$ cat config.mk
export PLATFORM = sky130hd
export DESIGN_NAME = arinc_word_filter
export DESIGN_NICKNAME = d
export VERILOG_FILES = /design/src/rtl/afw_pkg.sv /design/src/rtl/afw_ctrl.sv /design/src/rtl/afw_datapath.sv /design/src/rtl/arinc_word_filter.sv
export SDC_FILE = /design/constraint.sdc
export NUM_CORES = 1
export LEC_CHECK = 0
export ABC_AREA = 0
export BUFFER_PORTS_ARGS = -buffer_cell sky130_fd_sc_hd__buf_4
export CORE_AREA = 4 4 231 233
export CTS_CLUSTER_DIAMETER = 30
export DETAILED_ROUTE_END_ITERATION = 6
export DIE_AREA = 0 0 235 237
export PLACE_DENSITY = 0.36
export SYNTH_ARGS = -nofsm -noshare
export SYNTH_HDL_FRONTEND = slang
export SYNTH_HIERARCHICAL = 1
export SYNTH_SLANG_ARGS = --single-unit
$ cat constraint.sdc
create_clock -name clk -period 9.7 [get_ports clk]
set_input_delay 0.97 -clock clk [delete_from_list [all_inputs] [get_ports clk]]
set_output_delay 0.97 -clock clk [all_outputs]
set_load 0.02 [all_outputs]
$ cat src/rtl/afw_pkg.sv
package afw_pkg;
  localparam int WORD_W = 32;
  localparam int LBL_W  = 8;
  localparam int CTRL_W = 16;

  // Control fields, MSB first; bit positions are part of the register layout.
  typedef struct packed {
    logic lblFwd;      // 9: 1 = label kept as received, 0 = reversed
    logic sdBit9;      // 8: required value of wordIn[8]
    logic sdBit10;     // 7: required value of wordIn[9]
    logic sdEn;        // 6
    logic loopSel;     // 5: stored only
    logic parityEn;    // 4
    logic hold;        // 3
    logic lblEn;       // 2
    logic flagOnFull;  // 1
    logic rateLow;     // 0
  } cfg_t;

  localparam int CFG_W = $bits(cfg_t);

  typedef struct packed {
    logic push;
    logic pop;
    logic clear;
  } fifoCmd_t;
endpackage

$ cat src/rtl/afw_ctrl.sv
module afw_ctrl
  import afw_pkg::*;
(
  input  logic                clk,
  input  logic                rstN,
  input  logic                ctrlWrEn,
  input  logic [CTRL_W-1:0]   ctrlWrData,
  input  logic                wordValid,
  input  logic [WORD_W-1:0]   wordIn,
  input  logic                labelHit,
  input  logic                fifoFull,
  input  logic                fifoEmpty,
  input  logic                fifoRdEn,
  output cfg_t                cfg,
  output fifoCmd_t            cmd,
  output logic [CTRL_W-1:0]   ctrlRdData,
  output logic                flag
);
  logic lblOk, sdOk, parOk, chanOn;

  always_ff @(posedge clk) begin
    if (!rstN)         cfg <= '0;
    else if (ctrlWrEn) cfg <= cfg_t'(ctrlWrData[CFG_W-1:0]);
  end

  assign ctrlRdData = {{(CTRL_W-CFG_W){1'b0}}, cfg};

  always_comb begin
    lblOk  = !cfg.lblEn || labelHit;
    sdOk   = !cfg.sdEn || (wordIn[9] == cfg.sdBit10 && wordIn[8] == cfg.sdBit9);
    parOk  = !cfg.parityEn || (^wordIn);
    chanOn = !cfg.hold && !ctrlWrEn;
    cmd.clear = ctrlWrEn || cfg.hold;
    cmd.push  = wordValid && chanOn && lblOk && sdOk && parOk && !fifoFull;
    cmd.pop   = fifoRdEn && !fifoEmpty && !cmd.clear;
  end

  assign flag = cfg.flagOnFull ? fifoFull : !fifoEmpty;
endmodule

$ cat src/rtl/afw_datapath.sv
module afw_datapath
  import afw_pkg::*;
#(
  parameter int DEPTH   = 4,
  parameter int LBL_NUM = 16,
  localparam int PTR_W  = $clog2(DEPTH),
  localparam int CNT_W  = PTR_W + 1,
  localparam int IDX_W  = $clog2(LBL_NUM)
) (
  input  logic               clk,
  input  logic               rstN,
  input  cfg_t               cfg,
  input  fifoCmd_t           cmd,
  input  logic               lblWrEn,
  input  logic [IDX_W-1:0]   lblWrIdx,
  input  logic [LBL_W-1:0]   lblWrData,
  input  logic [WORD_W-1:0]  wordIn,
  output logic               labelHit,
  output logic [WORD_W-1:0]  fifoRdData,
  output logic               fifoEmpty,
  output logic               fifoFull
);
  logic [LBL_W-1:0]  lblMem [LBL_NUM];
  logic [LBL_W-1:0]  lblRev, lblAdj;
  logic [LBL_NUM-1:0] hitVec;
  logic [WORD_W-1:0] fifoMem [DEPTH];
  logic [PTR_W-1:0]  wrPtr, rdPtr;
  logic [CNT_W-1:0]  count;

  for (genvar b = 0; b < LBL_W; b++) begin : g_rev
    assign lblRev[b] = wordIn[LBL_W-1-b];
  end
  assign lblAdj = cfg.lblFwd ? wordIn[LBL_W-1:0] : lblRev;

  for (genvar i = 0; i < LBL_NUM; i++) begin : g_lbl
    always_ff @(posedge clk) begin
      if (!rstN)                                     lblMem[i] <= '0;
      else if (lblWrEn && lblWrIdx == IDX_W'(i))     lblMem[i] <= lblWrData;
    end
    assign hitVec[i] = (lblMem[i] == lblAdj);
  end
  assign labelHit = |hitVec;

  always_ff @(posedge clk) begin
    if (cmd.push) fifoMem[wrPtr] <= {wordIn[WORD_W-1:LBL_W], lblAdj};
  end

  always_ff @(posedge clk) begin
    if (!rstN || cmd.clear) begin
      wrPtr <= '0;
      rdPtr <= '0;
      count <= '0;
    end else begin
      if (cmd.push) wrPtr <= wrPtr + 1'b1;
      if (cmd.pop)  rdPtr <= rdPtr + 1'b1;
      count <= count + CNT_W'(cmd.push) - CNT_W'(cmd.pop);
    end
  end

  assign fifoEmpty  = (count == '0);
  assign fifoFull   = (count == CNT_W'(DEPTH));
  assign fifoRdData = fifoEmpty ? '0 : fifoMem[rdPtr];

  p_no_overflow_r6: assert property (@(posedge clk) disable iff (!rstN)
    cmd.push |-> count < CNT_W'(DEPTH));
  p_label_r1: assert property (@(posedge clk) disable iff (!rstN)
    (cmd.push && cfg.lblEn) |-> labelHit);
  p_srcdst_r2: assert property (@(posedge clk) disable iff (!rstN)
    (cmd.push && cfg.sdEn) |-> (wordIn[9] == cfg.sdBit10 && wordIn[8] == cfg.sdBit9));
  p_parity_r3: assert property (@(posedge clk) disable iff (!rstN)
    (cmd.push && cfg.parityEn) |-> (^wordIn));
  p_clear_r8: assert property (@(posedge clk) disable iff (!rstN)
    cmd.clear |=> fifoEmpty);
  p_empty_zero_r5: assert property (@(posedge clk) disable iff (!rstN)
    fifoEmpty |-> fifoRdData == '0);
endmodule

$ cat src/rtl/arinc_word_filter.sv
module arinc_word_filter
  import afw_pkg::*;
#(
  parameter int DEPTH   = 4,
  parameter int LBL_NUM = 16
) (
  input  logic                        clk,
  input  logic                        rstN,
  input  logic                        ctrlWrEn,
  input  logic [15:0]                 ctrlWrData,
  output logic [15:0]                 ctrlRdData,
  input  logic                        lblWrEn,
  input  logic [$clog2(LBL_NUM)-1:0]  lblWrIdx,
  input  logic [7:0]                  lblWrData,
  input  logic                        wordValid,
  input  logic [31:0]                 wordIn,
  input  logic                        fifoRdEn,
  output logic [31:0]                 fifoRdData,
  output logic                        fifoEmpty,
  output logic                        fifoFull,
  output logic                        flag,
  output logic                        rateLow
);
  cfg_t     cfg;
  fifoCmd_t cmd;
  logic     labelHit;

  afw_ctrl u_ctrl (
    .clk, .rstN, .ctrlWrEn, .ctrlWrData, .wordValid, .wordIn,
    .labelHit, .fifoFull, .fifoEmpty, .fifoRdEn,
    .cfg, .cmd, .ctrlRdData, .flag
  );

  afw_datapath #(.DEPTH(DEPTH), .LBL_NUM(LBL_NUM)) u_dp (
    .clk, .rstN, .cfg, .cmd, .lblWrEn, .lblWrIdx, .lblWrData, .wordIn,
    .labelHit, .fifoRdData, .fifoEmpty, .fifoFull
  );

  assign rateLow = cfg.rateLow;
endmodule

* After elaboration in Yosys (flattened, before gate mapping)
Memories as Yosys holds them, arrays and structs flattened. A register that Yosys moved wholly into a read port is not among the register bits. Cells that the tools add are included. Widths: inputs -> output; s select.
Storage, ports and cells: input port bits 66, latch bits 0, logic and storage cells 184, register bits 17, output and inout port bits 52, memories 2, RAM bits 256, ROM bits 0
Cells by class: shifts and indexed selects 0, magnitude comparators 0, $mul 0, reduce and logical (&&, ||, !) cells 43, equal/unequal tests 34, div/mod/pow operators 0, muxes and demuxes 72, bitwise operators 16, $add $sub $neg 4
Memory list:
- u_dp.fifoMem | words 4, width 32, read ports 1, clocked after memory_dff 1, write ports 1, line afw_datapath.sv:26 | logic [WORD_W-1:0] fifoMem [DEPTH];
- u_dp.lblMem | words 16, width 8, read ports 16, clocked after memory_dff 0, write ports 16, line afw_datapath.sv:23 | logic [LBL_W-1:0] lblMem [LBL_NUM];
Operators by type and width (number):
- $mux 8 | 17
- $eq 8x8->1 | 16
- $mux 1 | 52
- $eq 4x4->1 const B | 8
- $mux 32 | 1
- $reduce_xor 32->1 | 1
- $logic_and 1x1->1 | 25
- $eq 4x3->1 const B | 4
- $or 1x1->1 | 16
- $reduce_or 16->1 | 1
- $logic_not 1->1 | 9
- $eq 4x2->1 const B | 2
- $logic_or 1x1->1 | 5
- $add 2x1->2 const B | 2
- $eq 4x1->1 const B | 1
- $logic_not 4->1 | 1
- $mux 2 | 2
- $add 3x1->3 | 1
- $eq 3x3->1 const B | 1
- $logic_not 3->1 | 1
- $sub 3x1->3 | 1
- $eq 1x1->1 | 2

* Longest topological paths before layout
Gate-level depths: netlist of the first run.
word-level depth 10, mapped depth 16, gate-level depth less buffers 15

* Modules after synthesis
The synthesis of the first run kept the hierarchy.
By module, submodules not included:
- afw_datapath | seq. area each 7867.5 µm², cells each 763, area each 11882.6 µm², times used 1
- afw_ctrl | seq. area each 200.2 µm², cells each 90, area each 837.1 µm², times used 1

* Worst setup path after synthesis of the first run
OpenSTA, ideal clock, no wires.
kind input-to-reg, start point input port wordIn[5], end point memory u_dp.fifoMem[0][0] (enable), path slack 5920 ps, buffers on the path 1, stages on the path 11, required time 9308 ps, setup time 392 ps, arrival time 3388 ps, cell sequence mux2i_4 buf_6 xor2_1 nand4_1 o2111ai_1 a2111oi_1 nand4_1 nand2b_1 nand3_1 a21oi_1 and2_1
RTL lines:
- start, declared | line arinc_word_filter.sv:16 | input logic [31:0] wordIn,
- end, declared | line afw_datapath.sv:26

==> metrics.md, run 1 <==
| Metric | Value |
|---|---|
| Outcome | finished clean |
| Gate count of the mapped netlist | 853 |
| WP data required | 9.89 ns |
| Slew HR | 14.3% |
| Power, Total | 4.36 mW |
| Clock sink count | 275 |
| Final core utilization | 33.2% |
| Cell total after placement | 1609 |
| Part of the Yosys area used for sequential elements | 63.4% |
| Vias in the first global route | 7709 |
| Layout cells sized above 1 | 27.1% |
| CTS tree | yes |
| Unrepaired setup endpoints after global routing | no |
| All-Layer GR Usage | 12.0% |
| CP max stage cell | dfxtp_1 |
| FF-to-FF setup slack | 4.54 ns |
| Setup Fix Bufs, Post-CTS | 0 |
| Ys async rst share | 0% |
| Routed vias | 7097 |
| Post-Syn Area per Cell | 14.9 sq um |
| Highest cell delay on the worst timing path | 0.97 ns |
| DR iter-0 viols | 316 |
| Die height | 237 microns |
| I/O pin cnt | 118 |
| Layout Skew | 0.0172 ns |
| Non-Filler Instances | 1757 |
| Core Region | 51200 sq um |
| Fillcell total | 5046 |
| Critical path endpoint category | flip-flop |
| Synth top area cells | edfxtp_1 (60%), xnor2_1 (6.5%), and2_1 (6.5%) |
| Post-route DRC | 0 |
| Worst hold path class | reg2reg |
| Crit path launch | u_ctrl/cfg[9] |
| Layout area overhead | 33.7% |
| Final Hold Viols | 0 |
| Die area | 55700 sq um |
| Static Leak | 6.01 nW |
| Final GP Congestion | 0.688 |
| Post-synth EDFFs | 256 |
| CP max FO | 32 |
| Setup crit end | u_dp/fifoMem[2][18] |
| Grt total ovfl | 0 |
| Hold_sp | u_dp/rdPtr[1] |
| Antenna Nets Post-Route | 0 |
| WL met2 | 16300 microns |
| Simple-Gate Fraction of Synth Area | 12.2% |
| HPWL after DPL | 18900 microns |
| Horiz. Die Dim | 235 microns |
| TritonRoute pass-1 iters | 5 |
| Worst reg2reg path depth | 12 |
| Reg area | 8070 sq um |
| Final period demand of the worst path | 5.16 ns |
| Worst-margin pin slew | 1.27 ns |
| Post-CTS resize count | 0 |
| Initial antenna violation count | 1 |
| Crit path kind | reg2reg |
| Multi-input gate area | 4290 sq um |
| Inserted Clock Buffers | 81 |
| Synth area leader | edfxtp_1 |
| Drt wl/cell | 18.8 microns |
| H-tree depth | 3 |
| Num rows | 83 |
| Worst path arrival time | 5.35 ns |
| Worst r2r src | u_ctrl/cfg[9] |
| XOR/XNOR share of the synthesized area | 11.4% |
| Buffers on Ports | 105 |
| Top cell type's share of synthesized area | 60.4% |
| Area of the mapped netlist | 12700 sq um |
| Cell Pwr Density | 257 nW/um^2 |
| Period utilization | 53.2% |
| Longest Clk Path Bufs | 3 |
| Final number of max-transition violations | 0 |
| Fmax achieved | 0.194 GHz |
| Compound-Gate Fraction of Synth Area | 1.05% |
| Synth warn | 6 |
| WL met3 | 1450 microns |
| Flops & latches, synth | 275 |
| Final setup viols | 0 |
| NumNets Final | 1085 |
| Max Used Layer | met4 |
| Largest net degree at the start of global routing | 33 |
| Main combinational cell family by area after synthesis | simple AND/OR/NAND/NOR gates |
| Routed WL | 33100 microns |
| IR drop worst, VDD | 0.122 mV |
| # hold bufs at CTS | 0 |
| Synth unique cells | 36 |
| Fin Setup TNS | 0 ns |
| CP startpoint kind | flip-flop |
| Worst-path clk slew | 0.04 ns |
| M1 WL | 14700 microns |
| Final hold slack | 0.526 ns |
| Clk_lat worst skew | 0.59 ns |
| Ys flop type | edfxtp_1 |
| Cell Chain, Critical Path | mux2i_4 > buf_4 > xnor2_1 > nor4_1 > nand2_1 > o2111ai_1 > a2111oi_1 > nand4_1 > nand2b_1 > nand3_1 > a21oi_1 > and2_2 |
| Via density | 4.04 |
| First-pass GRT wire length | 50200 microns |
| CTS root buf | clkbuf_16 |
| Maxcap violations | 0 |
| Fraction of the mapped netlist area in adder cells | 0.748% |
| Starting density of the core | 24.8% |
| Mux contribution to synthesized area | 8.03% |
| Worst r2r dst | u_dp/fifoMem[2][18] |
[metrics by stage]
step	setup slack (ns)	instance area, sq um
finish	4.54	17000
detailed placement	4.28	14200
global route	4.04	17000
CTS	4.26	17000
floorplan	5.92	12700
global placement	4.29	14200
[registers in the layout (all words and copies together) (netlist names), named ones only]
name,flops
u_dp/wrPtr,2
u_ctrl/cfg,10
u_dp/lblMem,128
u_dp/count,3
u_dp/fifoMem,128
u_dp/rdPtr,2
[cell type report]
class                           instances  share of cell area, %
Multi-Input combinational cell        517                   25.2
Sequential cell                       275                   47.5
Timing Repair Buffer                  119                   5.25
Tap cell                              680                   5.00
Inverter                               18                  0.397
Antenna cell                            1                 0.0147
Clock buffer                           92                   12.4
Clock inverter                         55                   4.23
[power breakdown]
part | switching, mW | internal, mW
Sequential | 0.0201 | 1.35
Clock | 0.744 | 1.96
Combinational | 0.164 | 0.119
Total | 0.928 | 3.44
[worst max-delay path, delay by kind of cell (launching register included)]
family	cells	cell delay [ns]
AND/OR/NAND/NOR	6	1.76
flip-flops	1	0.97
AO/OA/AOI/OAI	3	0.84
multiplexers	1	0.68
buffers and inverters	1	0.38
XOR/XNOR	1	0.10
[per-layer routing]
metal / vias up / track usage, %
met5: - / 0
met4: 0 / 4.01
met3: 61 / 3.28
met2: 168 / 20.0
met1: 3489 / 15.1
li1: 3379 / -
[worst min-delay path by stage]
stage,to,slack [ns],depth (start not counted)
floorplan,u_ctrl/cfg[5],0.48,2
global placement,u_ctrl/cfg[5],0.51,2
detailed placement,u_dp/rdPtr[1],0.53,2
CTS,u_ctrl/cfg[3],0.54,2
global route,u_ctrl/cfg[7],0.57,2
finish,u_dp/rdPtr[1],0.53,2
[Yosys cell counts, drive strengths merged, types with 2 or more instances]
cell	count
a2111oi	2
a21oi	3
and2	132
buf	30
clkbuf	18
dfxtp	19
edfxtp	256
ha	6
inv	18
mux2i	20
mux4	32
nand2	7
nand2b	4
nand3	2
nand3b	2
nand4	18
nand4b	2
nor2	30
nor2b	42
nor3b	2
nor4	16
o21ai	18
or2	2
xnor2	95
xor2	71
[placed cells by master, fill, tap and decap left out, types with 5 or more instances in the layout]
cell        Yosys  final
clkbuf_1       18      9
buf_4          16    119
mux2i_4         8      8
clkinvlp_4      0      5
nor4_1         16     16
clkbuf_16       0     83
clkinv_2        0     15
xnor2_1        95     95
and2_1        132    128
clkinv_1        0     14
nor2b_1        42     42
bufinv_16       0     16
mux4_2         32     32
ha_1            6      6
o21ai_0        18     18
nand2_1         7      7
conb_1          1      6
inv_1          18     18
dfxtp_1        19     18
xor2_1         71     71
mux2i_1        12     12
nor2_1         30     30
edfxtp_1      256    256
nand4_1        18     18
[logic make-up (layout without fill, tap and decap cells)]
logic type	count (synthesis)	after routing
other	1	7
AOI/OAI and AO/OA	24	24
and+or+nand+nor	262	262
muxes	52	52
DFF	275	275
xor gates and xnor gates	166	166
adders and majority gates	7	7
buffers and inverters	66	284
No activity file was read; power rests on OpenSTA's default activity.
==> inputs of run 2 (changes only) <==
- PLACE_DENSITY: 0.36 -> 0.37
- clock period: 9.7 -> 4.4 ns (I/O delays scaled with it)
==> run 2 against run 1 <==
Via count increased by 1.5%. Setup slack worse by 4.1 ns. Count of clock-buffer cells in the layout rose by 11. Critical endpoint is now u_dp/count[2]. Clock skew is 0.0050 ns higher. Fmax grew 30%. Highest routed layer unchanged.
==> metrics.md, run 2 (synthesized netlist as in run 1, its figures left out) <==
| Metric | Value |
|---|---|
| Outcome | finished clean |
| Worst-margin pin slew | 1.21 ns |
| All-Layer GR Usage | 11.7% |
| Final hold slack | 0.0585 ns |
| Inserted Clock Buffers | 87 |
| Routed WL | 32300 microns |
| FF-to-FF setup slack | 0.43 ns |
| Hold Path Cell Cnt | 1 |
| Commonest non-fill, non-tap cell in the layout | edfxtp_1 |
| Worst-path clk slew | 0.04 ns |
| Worst hold path class | in2reg |
| Final GP Congestion | 0.671 |
| Via density | 4.08 |
| Maxcap violations | 0 |
| CP max FO | 17 |
| Final Hold Viols | 0 |
| Drt wl/cell | 18.3 microns |
| Critical path endpoint category | flip-flop |
| Clk_lat worst skew | 0.60 ns |
| Buffers on Ports | 105 |
| Grt total ovfl | 0 |
| Initial antenna violation count | 0 |
| Cell Pwr Density | 546 nW/um^2 |
| Reg area | 8070 sq um |
| NumNets Final | 1099 |
| Starting density of the core | 24.8% |
| TritonRoute pass-1 iters | 4 |
| # hold bufs at CTS | 0 |
| Post-route design area | 17100 sq um |
| Layout area overhead | 34.4% |
| Worst path arrival time | 4.44 ns |
| Largest regs | u_dp/fifoMem (128), u_dp/lblMem (128), u_ctrl/cfg (10) |
| Final number of max-transition violations | 0 |
| DR iter-0 viols | 323 |
| WP data required | 4.87 ns |
| IR drop worst, VDD | 0.314 mV |
| Clock sink count | 275 |
| Fillcell total | 5044 |
| Multi-input gate area | 4290 sq um |
| Core Region | 51200 sq um |
| Num rows | 83 |
| CTS tree | yes |
| Layout cells sized above 1 | 27.5% |
| Layout Skew | 0.0222 ns |
| Area post-placement | 14300 sq um |
| Unrepaired setup endpoints after global routing | no |
| Setup ws final | 0.435 ns |
| Setup Fix Bufs, Post-CTS | 0 |
| Vias in the first global route | 7860 |
| CTS root buf | clkbuf_16 |
| Most frequent cells in the layout | edfxtp_1 (256), and2_1 (128), buf_4 (117), xnor2_1 (95), clkbuf_16 (88) |
| Routed vias | 7201 |
| Fmax achieved | 0.252 GHz |
| CP startpoint kind | flip-flop |
| Post-CTS resize count | 0 |
| Antenna Nets Post-Route | 0 |
| Largest net degree at the start of global routing | 36 |
| Longest Clk Path Bufs | 3 |
| Die area | 55700 sq um |
| Horiz. Die Dim | 235 microns |
| Post-route DRC | 0 |
| Period utilization | 90.1% |
| Final period demand of the worst path | 3.97 ns |
| I/O pin cnt | 118 |
| Crit path kind | reg2reg |
| Slew HR | 18.2% |
| Fin Setup TNS | 0 ns |
| Worst reg2reg path depth | 18 |
| Die height | 237 microns |
| Static Leak | 6.05 nW |
| H-tree depth | 3 |
| Place WS | 0.331 ns |
| First-pass GRT wire length | 49400 microns |
| Final core utilization | 33.4% |
| Final setup viols | 0 |
| HPWL after DPL | 18800 microns |
==> run 2: changes by cell type in the layout (fill, tap and decap cells not counted), moves of 3 or more <==
cell,delta
buf_12,+9
bufinv_16,-10
clkbuf_1,+6
clkbuf_16,+5
clkinv_16,+3
clkinv_4,+3
clkinvlp_4,-3
==> run 2: per-layer routing <==
metal	share of wire [%]	vias to the layer above	GRT usage [%]	routed length [microns]
li1	-	3403	-	-
met1	45	3563	14.8	14500
met2	48	168	19.2	15600
met3	4.5	67	3.35	1460
met4	2.3	0	3.92	757
met5	0	-	0	0
==> run 2: worst paths after layout <==
kind | start | endpoint
max reg2reg | u_ctrl/cfg[9] | u_dp/count[2]
min | wordIn[22] | u_dp/fifoMem[1][22]
max | u_ctrl/cfg[9] | u_dp/count[2]
min reg2reg | u_dp/rdPtr[0] | u_dp/rdPtr[0]
==> run 2: through the flow <==
stage                     cells  power (mW)
after detailed placement   1616        3.74
after CTS                  1765        9.51
final                      1767        9.34
after global routing       1766        9.71
after global placement     1616        3.74
after floorplan             858        3.48
==> run 2: power by group <==
| group | switching (mW) | leakage [nW] | internal [mW] |
|---|---|---|---|
| sequential | 0.0412 | 2.54 | 2.98 |
| clock | 1.70 | 1.34 | 3.96 |
| combinational | 0.366 | 2.17 | 0.287 |
| total | 2.11 | 6.05 | 7.23 |
==> run 2: cell type report <==
class	count	area share, %
Tap cell	680	4.98
Inverter	18	0.395
Multi-Input combinational cell	517	25.1
Timing Repair Buffer	127	6.23
Sequential cell	275	47.2
Antenna cell	1	0.0146
Clock buffer	103	13.2
Clock inverter	46	2.87
==> run 2: critical path, cell delays in order, from the launching register on <==
cell and delay (ns):
dfxtp_1 0.34, buf_12 0.18, mux2i_4 0.28, buf_12 0.22, xnor2_1 0.14, nor4_1 0.07, nand2_1 0.10, o2111ai_1 0.19
a2111oi_1 0.55, nand4_1 0.28, nand2b_1 0.23, nand3_1 0.07, a21oi_1 0.04, buf_4 0.16, ha_1 0.21, fa_1 0.40
xnor2_1 0.17, xnor2_1 0.14, nor2_1 0.05
==> inputs of run 3 (changes only) <==
- ABC_AREA: 0 -> 1
- CORE_AREA: 4 4 231 233 -> 4 4 245 247
- DIE_AREA: 0 0 235 237 -> 0 0 249 251
==> run 3 against run 2 <==
Synthesized cell count is 110% higher. Routed wire length is 35% higher. Clock power down 8.7%. Sequential power barely moved. Fmax rose by 0.89%. Clock skew increased by 0.0073 ns. Flip-flop and latch count did not move. Critical endpoint is now u_dp/count[1]. Non-clock buffer count is the same. First-iteration DRC count increased by 90%. Count of clock-buffer cells in the layout rose by 9.
==> metrics.md, run 3 <==
| Metric | Value |
|---|---|
| Outcome | finished clean |
| Cell Chain, Critical Path | inv_6 > nand2_1 > nand2_2 > buf_12 > nand2_1 > nand2_1 > nor2_1 > nand2_1 > nor2_1 > nor2_1 > nand2_1 > nor2_1 > nand2_1 > inv_1 > a2111oi_4 > nand2_1 > inv_1 > ha_1 > fa_1 > inv_1 > nor2_1 |
| Worst hold path class | in2reg |
| CP startpoint kind | flip-flop |
| Buffers on Ports | 105 |
| FF-to-FF setup slack | 0.47 ns |
| Post-synth EDFFs | 256 |
| Worst path bufs/invs | 5 |
| Layout area overhead | 28.3% |
| Commonest non-fill, non-tap cell in the layout | nand2_1 |
| Setup crit end | u_dp/count[1] |
| Largest regs | u_dp/fifoMem (128), u_dp/lblMem (128), u_ctrl/cfg (10) |
| Top cell type's share of synthesized area | 53.7% |
| First-pass GRT wire length | 66400 microns |
| Synth warn | 6 |
| WP data required | 4.87 ns |
| Die area | 62500 sq um |
| Via density | 4.23 |
| Worst r2r src | u_ctrl/cfg[9] |
| TritonRoute pass-1 iters | 5 |
| Non-Filler Instances | 2739 |
| Starting density of the core | 24.9% |
| Final number of max-transition violations | 0 |
| DR iter-0 viols | 613 |
| Post-Syn Area per Cell | 8.13 sq um |
| Post-synth top cells | nand2_1 (627), nor2_1 (361), edfxtp_1 (256) |
| Setup Fix Bufs, Post-CTS | 0 |
| CP max FO | 16 |
| Synth area leader | edfxtp_1 |
| Most common cell in the netlist | nand2_1 |
| Highest cell delay on the worst timing path | 0.63 ns |
| Crit path kind | reg2reg |
| Longest Clk Path Bufs | 3 |
| Most frequent cells in the layout | nand2_1 (627), nor2_1 (361), edfxtp_1 (256), inv_1 (203), buf_4 (122) |
| Static Leak | 8.39 nW |
| CP max stage cell | dfxtp_1 |
| Gate count of the mapped netlist | 1760 |
| Place WS | 0.425 ns |
| Critical path endpoint category | flip-flop |
| Vias in the first global route | 11300 |
| Largest net degree at the start of global routing | 65 |
| IR drop worst, VDD | 0.251 mV |
| Core Region | 57600 sq um |
| Slew HR | 17.1% |
| NumNets Final | 1982 |
| Drt wl/cell | 15.9 microns |
| Ys flop type | edfxtp_1 |
| Worst-path clk slew | 0.04 ns |
| Fillcell total | 5989 |
| Post-route design area | 18400 sq um |
| Fin Setup TNS | 0 ns |
| Synth top area cells | edfxtp_1 (54%), nand2_1 (16%), nor2_1 (9.5%) |
| Clock sink count | 275 |
| Part of the Yosys area used for sequential elements | 56.3% |
| Worst path arrival time | 4.40 ns |
| Synth unique cells | 34 |
| CP top delay family | simple AND/OR/NAND/NOR gates |
| I/O pin cnt | 118 |
| Antenna Nets Post-Route | 0 |
| Ys async rst share | 0% |
| Setup ws final | 0.469 ns |
| Area post-placement | 15900 sq um |
| Final GP Congestion | 0.737 |
| Die height | 251 microns |
| Routed vias | 11600 |
| # diodes | 0 |
| Area of the mapped netlist | 14300 sq um |
| Worst reg2reg path depth | 21 |
| Instance count on the critical path | 21 |
| # hold bufs at CTS | 0 |
| Flops & latches, synth | 275 |
| Initial antenna violation count | 0 |
| Unrepaired setup endpoints after global routing | no |
| Horiz. Die Dim | 249 microns |
| Most common cell on crit path | nand2_1 |
| Final setup viols | 0 |
| Final period demand of the worst path | 3.93 ns |
| Post-route DRC | 0 |
| Cell total after placement | 2588 |
| Layout cells sized above 1 | 13.8% |
| HPWL after DPL | 26100 microns |
| Period utilization | 89.3% |
| Worst-margin pin slew | 1.23 ns |
| Num rows | 88 |
| CTS tree | yes |
| CTS root buf | clkbuf_16 |
| Clk_lat worst skew | 0.60 ns |
| Cell Pwr Density | 486 nW/um^2 |
| Crit path launch | u_ctrl/cfg[9] |
| Final Hold Viols | 0 |
| Inserted Clock Buffers | 84 |
| Routed WL | 43600 microns |
| Fmax achieved | 0.254 GHz |
| Layout Skew | 0.0295 ns |
| H-tree depth | 3 |
| Post-CTS resize count | 0 |
| Worst r2r dst | u_dp/count[1] |
| Maxcap violations | 0 |
| All-Layer GR Usage | 13.9% |
| Grt total ovfl | 0 |
## run 3: metal layers
layer	GRT usage, %	part of all wire (%)	vias up
li1	-	-	5820
met1	17.2	44	5425
met2	24.1	49	254
met3	3.01	5.0	75
met4	4.98	2.2	0
met5	0	0	-
## run 3: cells by family after synthesis
kind of cell / synth area share (%)
and+or+nand+nor: 29.4
buffers and inverters: 8.66
DFF: 56.3
AOI/OAI and AO/OA: 4.35
xor gates and xnor gates: 0.551
adders and majority gates: 0.664
other: 0.0262
## run 3: final cells by class
| cell class | count | area [sq um] | area share [%] |
|---|---|---|---|
| well taps | 765 | 957 | 5.21 |
| inverters | 210 | 793 | 4.32 |
| repair buffers | 127 | 1020 | 5.53 |
| clock inverters | 39 | 279 | 1.52 |
| clock buffers | 112 | 2220 | 12.1 |
| multi-input cells | 1211 | 5030 | 27.4 |
| flip-flops and latches | 275 | 8070 | 43.9 |
## run 3: power breakdown
part | internal, mW | switching (mW)
logic | 0.223 | 0.520
clock network | 3.49 | 1.68
registers | 2.97 | 0.0452
total | 6.69 | 2.24
## run 3: metrics by stage
step	total power [mW]	utilization, %	hold slack [ns]
global route	9.36	31.9	0.0327
detailed placement	3.82	27.6	0.503
floorplan	3.54	-	0.464
CTS	9.10	31.9	0.0165
global placement	3.81	27.6	0.481
finish	8.93	31.9	0.0699
## run 3: worst min path at each step
| stage | startpoint | endpoint | slack (ns) | depth (start not counted) |
|---|---|---|---|---|
| 2_1_floorplan | u_ctrl/cfg[5] | u_ctrl/cfg[5] | 0.46 | 2 |
| 3_3_place_gp | u_ctrl/cfg[5] | u_ctrl/cfg[5] | 0.48 | 2 |
| 3_5_place_dp | u_ctrl/cfg[5] | u_ctrl/cfg[5] | 0.50 | 2 |
| 4_1_cts | wordIn[21] | u_dp/fifoMem[2][21] | 0.02 | 1 |
| 5_1_grt | wordIn[28] | u_dp/fifoMem[0][28] | 0.03 | 1 |
| 6_report | wordIn[21] | u_dp/fifoMem[0][21] | 0.07 | 1 |
